==> config.mk <==
export PLATFORM = sky130hd
export DESIGN_NAME = crc_word_accum
export DESIGN_NICKNAME = d
export VERILOG_FILES = /design/src/rtl/crc_accum_pkg.sv /design/src/rtl/crc_lane_fold.sv /design/src/rtl/crc_op_timer.sv /design/src/rtl/crc_word_accum.sv
export SDC_FILE = /design/constraint.sdc
export NUM_CORES = 1
export LEC_CHECK = 0
export BUFFER_PORTS_ARGS = -buffer_cell sky130_fd_sc_hd__buf_2
export CAP_MARGIN = 20
export CORE_ASPECT_RATIO = 0.9
export CORE_MARGIN = 1
export CORE_UTILIZATION = 60
export DETAILED_ROUTE_END_ITERATION = 7
export GPL_ROUTABILITY_DRIVEN = 0
export GPL_TIMING_DRIVEN = 0
export PLACE_DENSITY = 0.81
export SETUP_SLACK_MARGIN = 0.15
export SLEW_MARGIN = 10
export SYNTH_ARGS = -nofsm -noshare
export SYNTH_HDL_FRONTEND = slang
export SYNTH_SLANG_ARGS = --single-unit
export TNS_END_PERCENT = 100
==> constraint.sdc <==
create_clock -name clk -period 14.6 [get_ports clk]
set_input_delay 0.73 -clock clk [delete_from_list [all_inputs] [get_ports clk]]
set_output_delay 0.73 -clock clk [all_outputs]
set_load 0.03 [all_outputs]
==> src/rtl/crc_accum_pkg.sv <==
package crc_accum_pkg;
   localparam int CRC_W = 32;

   function automatic logic [CRC_W-1:0] crc_byte_step(
      input logic [CRC_W-1:0] rem,
      input logic [7:0]       din,
      input logic [CRC_W-1:0] poly
   );
      logic [CRC_W-1:0] r;
      logic             fb;
      r = rem;
      for (int b = 7; b >= 0; b--) begin
         fb = r[CRC_W-1] ^ din[b];
         r  = {r[CRC_W-2:0], 1'b0} ^ (fb ? poly : '0);
      end
      return r;
   endfunction
endpackage

==> src/rtl/crc_lane_fold.sv <==
module crc_lane_fold
   import crc_accum_pkg::*;
#(
   parameter int               LANES = 4,
   parameter logic [CRC_W-1:0] POLY  = 32'h04C1_1DB7
) (
   input  logic [CRC_W-1:0]   rem_in,
   input  logic [8*LANES-1:0] word_in,
   input  logic [LANES-1:0]   lane_en,
   output logic [CRC_W-1:0]   rem_out
);
   logic [CRC_W-1:0] stage [LANES+1];

   assign stage[LANES] = rem_in;

   for (genvar ln = LANES - 1; ln >= 0; ln--) begin : g_lane
      logic [CRC_W-1:0] stepped;
      assign stepped   = crc_byte_step(stage[ln+1], word_in[8*ln +: 8], POLY);
      assign stage[ln] = lane_en[ln] ? stepped : stage[ln+1];
   end

   assign rem_out = stage[0];
endmodule

==> src/rtl/crc_op_timer.sv <==
module crc_op_timer #(
   parameter int LATENCY = 14
) (
   input  logic clk,
   input  logic rst_n,
   input  logic start,
   output logic busy,
   output logic done
);
   initial begin
      if (LATENCY < 1) $error("crc_op_timer: LATENCY must be at least 1");
   end

   if (LATENCY == 1) begin : g_single
      logic run_q;
      always_ff @(posedge clk or negedge rst_n) begin
         if (!rst_n)      run_q <= 1'b0;
         else if (run_q)  run_q <= 1'b0;
         else if (start)  run_q <= 1'b1;
      end
      assign busy = run_q;
      assign done = run_q;
   end else begin : g_count
      localparam int CNT_W = $clog2(LATENCY + 1);
      localparam logic [CNT_W-1:0] CNT_LOAD = CNT_W'(LATENCY);
      logic [CNT_W-1:0] cnt_q;
      always_ff @(posedge clk or negedge rst_n) begin
         if (!rst_n)              cnt_q <= '0;
         else if (cnt_q != '0)    cnt_q <= cnt_q - 1'b1;
         else if (start)          cnt_q <= CNT_LOAD;
      end
      assign busy = (cnt_q != '0);
      assign done = (cnt_q == CNT_W'(1));
   end
endmodule

==> src/rtl/crc_word_accum.sv <==
module crc_word_accum
   import crc_accum_pkg::*;
#(
   parameter int               LANES   = 4,
   parameter int               LATENCY = 14,
   parameter logic [CRC_W-1:0] POLY    = 32'h04C1_1DB7,
   parameter logic [CRC_W-1:0] RST_REM = 32'hFFFF_FFFF
) (
   input  logic                 clk,
   input  logic                 rst_n,
   input  logic                 seed_we,
   input  logic [CRC_W-1:0]     seed_data,
   input  logic                 acc_req,
   input  logic [8*LANES-1:0]   acc_data,
   input  logic [LANES-1:0]     acc_be,
   input  logic                 rd_req,
   output logic                 busy,
   output logic                 rd_valid,
   output logic [CRC_W-1:0]     rd_data
);
   initial begin
      if (LANES < 1)       $error("crc_word_accum: LANES must be at least 1");
      if (8 * LANES > 64)  $error("crc_word_accum: at most 8 lanes");
      if (LATENCY < 1)     $error("crc_word_accum: LATENCY must be at least 1");
   end

   logic [CRC_W-1:0] rem_q;
   logic [CRC_W-1:0] pend_q;
   logic [CRC_W-1:0] fold_val;
   logic             rd_hold_q;
   logic             op_done;
   logic             seed_take;
   logic             acc_take;

   assign seed_take = seed_we & ~busy;
   assign acc_take  = acc_req & ~busy & ~seed_we;

   crc_lane_fold #(.LANES(LANES), .POLY(POLY)) u_fold (
      .rem_in  (rem_q),
      .word_in (acc_data),
      .lane_en (acc_be),
      .rem_out (fold_val)
   );

   crc_op_timer #(.LATENCY(LATENCY)) u_timer (
      .clk   (clk),
      .rst_n (rst_n),
      .start (acc_take),
      .busy  (busy),
      .done  (op_done)
   );

   always_ff @(posedge clk or negedge rst_n) begin
      if (!rst_n) begin
         rem_q  <= RST_REM;
         pend_q <= '0;
      end else begin
         if (seed_take)     rem_q <= seed_data;
         else if (op_done)  rem_q <= pend_q;
         if (acc_take)      pend_q <= fold_val;
      end
   end

   always_ff @(posedge clk or negedge rst_n) begin
      if (!rst_n) begin
         rd_valid  <= 1'b0;
         rd_data   <= '0;
         rd_hold_q <= 1'b0;
      end else begin
         rd_valid <= 1'b0;
         if (op_done) begin
            rd_hold_q <= 1'b0;
            if (rd_hold_q | rd_req) begin
               rd_valid <= 1'b1;
               rd_data  <= pend_q;
            end
         end else if (rd_req & (busy | acc_take)) begin
            rd_hold_q <= 1'b1;
         end else if (rd_req) begin
            rd_valid <= 1'b1;
            rd_data  <= seed_take ? seed_data : rem_q;
         end
      end
   end
endmodule

==> metrics.txt <==
worst r2r src=rem_q[29]; FP Rows=43; n_diodes=0; Die Ht=about 120 µm; cells along the critical path=xor2_4 -> xnor3_1 -> mux2i_1 -> xnor2_2 -> xnor2_1 -> mux2i_1 -> xnor3_1 -> xor2_1 -> o21bai_1 -> nand4_1 -> xnor2_1 -> xor2_1 -> xnor3_1 -> a21oi_1 -> nor2_1; Iteration-0 DRC Markers=986; worst-skew pair later-pin latency=0.35 ns; synth top area cells=dfrtp_1 (18%), xnor2_1 (12%), dfstp_2 (8.6%), mux2i_1 (8.4%), xnor3_1 (6.9%); maximum clock path buffer count=2; Seq/Total Area, Yosys=26.56%; EDFF count, synth=0; layout cells sized above 1=17.90%; Worst R2R End=pend_q[10]; status=completed; vias in the first global route=7792; Slowest-stage cell, CP=xnor2_1; max-cap viol count=0; Die Width=136.4 µm; wire length per cell=20.71 µm; cell count after synthesis=1041; worst path bufs/invs=0; Register-to-Register Path Depth=15; via count=a little over 8000; final setup vio count=0; FF+latch count, synth=around 100; HP Class=primary input to async pin; CTS Buf Count=9; FFs w/ async S/R, synth=100.0%; antenna viol nets, final=0; RSZ-0062 raised after global routing=no; CTS tree=done; most used cell, CP=xnor3_1; CTS sink count=102; total grt overflow=0; DR vias/cell=just over 6; Final Hold Viols=0; top_reg_cell synth=dfrtp_1; Mapped Area=0.009761 mm²; crit path max fanout=6; io pins=107; max incr delay on CP=0.82 ns; Synth area leader=dfrtp_1; core area=0.01566 mm²; worst path arrival time=6.63 ns; Post-CTS Hold Fix Bufs=0; clock-pin slew of the registers on the worst-case setup and hold paths=0.07 ns; Post-CTS Resized=0; I/O Buffers=104; Syn Nets=1116; Post-layout nets=1232; Max Slew Vio Count=0; area grow syn2layout=11.15%; Worst Tran Pin Value=1.113 ns; commonest cells in the netlist=nand2_1 (141), xnor2_1 (133), a21oi_1 (115); Slew Limit Headroom=25.62%; die area=0.01678 mm²; Synth Area per Inst=9.376 µm²; CP top delay family=XOR/XNOR gates; Max Fclk=0.1563 GHz; Initial Util=62.34%; initial antenna violation count=0; setup TNS=0 ns; gr usage total=34.51%; kind of critical path=flop to flop; Yosys warning total=0; Post-CTS Setup Repair Bufs=0; DRC=0; Clock Skew=approximately 0.0074 ns; H-tree Lvls=3; HPWL Detailed=22.19 mm; required time worst endpoint=14.83 ns; synth unique cells=60; global-route wire length before repair=43.18 mm; Final period util=43.83%; shortest period the worst path allows=6.399 ns; filler cell count=1222; Worst setup EP type=flop; Final Util=69.30%; reg2reg setup slack=8.20 ns; drt total wl=28.25 mm; Initial DRT Pass Iterations=5; Root Driver=clkbuf_16; largest net degree at the start of global routing=63; CP startpoint kind=flop; top-area cell type share of the netlist area=17.95%; most common cell in the netlist=nand2_1
[layout make-up]
| cell class | instances | area, µm² | area share, % |
|---|---|---|---|
| sequential | 102 | 2592 | 23.90 |
| clock buffer | 11 | 252.7 | 2.330 |
| timing repair buffer | 105 | 550.5 | 5.074 |
| inverter | 8 | 30.03 | 0.2768 |
| tap | 202 | 252.7 | 2.330 |
| clock inverter | 5 | 31.28 | 0.2883 |
| multi-input combinational | 871 | 6902 | 63.61 |
| buffer | 60 | 237.7 | 2.191 |
[cell usage in the layout, fill, tap and decap left out, types with 3 or more instances in the layout]
| cell | synthesis | final |
|---|---|---|
| nand4_1 | 5 | 5 |
| mux2_2 | 6 | 6 |
| xor2_4 | 5 | 5 |
| o21ai_1 | 7 | 7 |
| a21oi_1 | 115 | 115 |
| nor2_1 | 57 | 57 |
| and2_1 | 3 | 3 |
| clkbuf_16 | 0 | 9 |
| o211ai_1 | 3 | 3 |
| nor3_1 | 8 | 8 |
| dfrtp_1 | 70 | 70 |
| nand2_1 | 141 | 141 |
| o21ai_0 | 103 | 103 |
| clkinv_2 | 0 | 3 |
| clkbuf_1 | 45 | 45 |
| nor2b_1 | 3 | 3 |
| xor3_1 | 15 | 15 |
| inv_1 | 7 | 7 |
| xnor2_2 | 11 | 11 |
| xnor2_1 | 133 | 133 |
| buf_1 | 10 | 10 |
| mux2i_4 | 5 | 5 |
| a22oi_1 | 5 | 5 |
| buf_2 | 4 | 107 |
| dfstp_2 | 32 | 32 |
| nand3_1 | 3 | 3 |
| mux2i_1 | 82 | 82 |
| xnor3_1 | 30 | 30 |
| xnor2_4 | 8 | 8 |
| xor2_1 | 74 | 74 |
| a21o_1 | 6 | 6 |
| nand2b_1 | 5 | 5 |
[kinds of logic (layout without fill, tap and decap cells)]
logic type | Yosys count | in the layout | synth area share [%]
compound gates | 256 | 256 | 14.34
xor+xnor | 278 | 278 | 35.14
fa+ha+maj | 2 | 2 | 0.2563
buf+inv | 68 | 189 | 2.743
flops | 102 | 102 | 26.56
mux | 95 | 95 | 10.55
simple gates | 240 | 240 | 10.41
[worst max-delay path by stage]
stage / start / end / slack (ns) / cells after the start
after floorplan: acc_data[31] / pend_q[11] / 9.08 / 15
after global placement: acc_data[28] / pend_q[8] / 8.05 / 17
final: rem_q[29] / pend_q[10] / 8.20 / 15
after global routing: rem_q[29] / pend_q[8] / 8.03 / 15
after CTS: rem_q[28] / pend_q[10] / 8.34 / 15
after detailed placement: acc_data[30] / pend_q[10] / 8.03 / 16
[state kept, by name, summed over array words and instances (netlist names)]
register               cells
rem_q                     32
rd_valid                   1
u_timer.g_count.cnt_q      4
pend_q                    32
rd_data                   32
rd_hold_q                  1
[per-layer routing]
layer	global-route usage [%]	wire, µm	up-vias
li1	-	-	3792
met5	0	0	-
met1	50.25	12200	3972
met2	52.70	12410	451
met3	5.535	2703	77
met4	10.49	937	0
[through the flow]
step	std cells	setup WS [ns]	hold WS [ns]	cell area [µm²]
floorplan	1041	9.077	0.4344	9761
detailed placement	1348	8.029	0.4668	10570
global placement	1347	8.054	0.4589	10530
global route	1364	8.033	0.4086	10850
finish	1364	8.201	0.3632	10850
CTS	1364	8.337	0.3835	10850
[worst reg2reg max path: cells and delay by family, from the launching register on]
family / cells / cell delay, ns
AO/OA/AOI/OAI: 2 / 0.38
XOR/XNOR: 9 / 3.63
flip-flops: 1 / 0.66
multiplexers: 2 / 1.05
AND/OR/NAND/NOR: 2 / 0.55
Power is not shown: default switching activity piles up to over one toggle a cycle in this logic, so the estimate is an artifact.
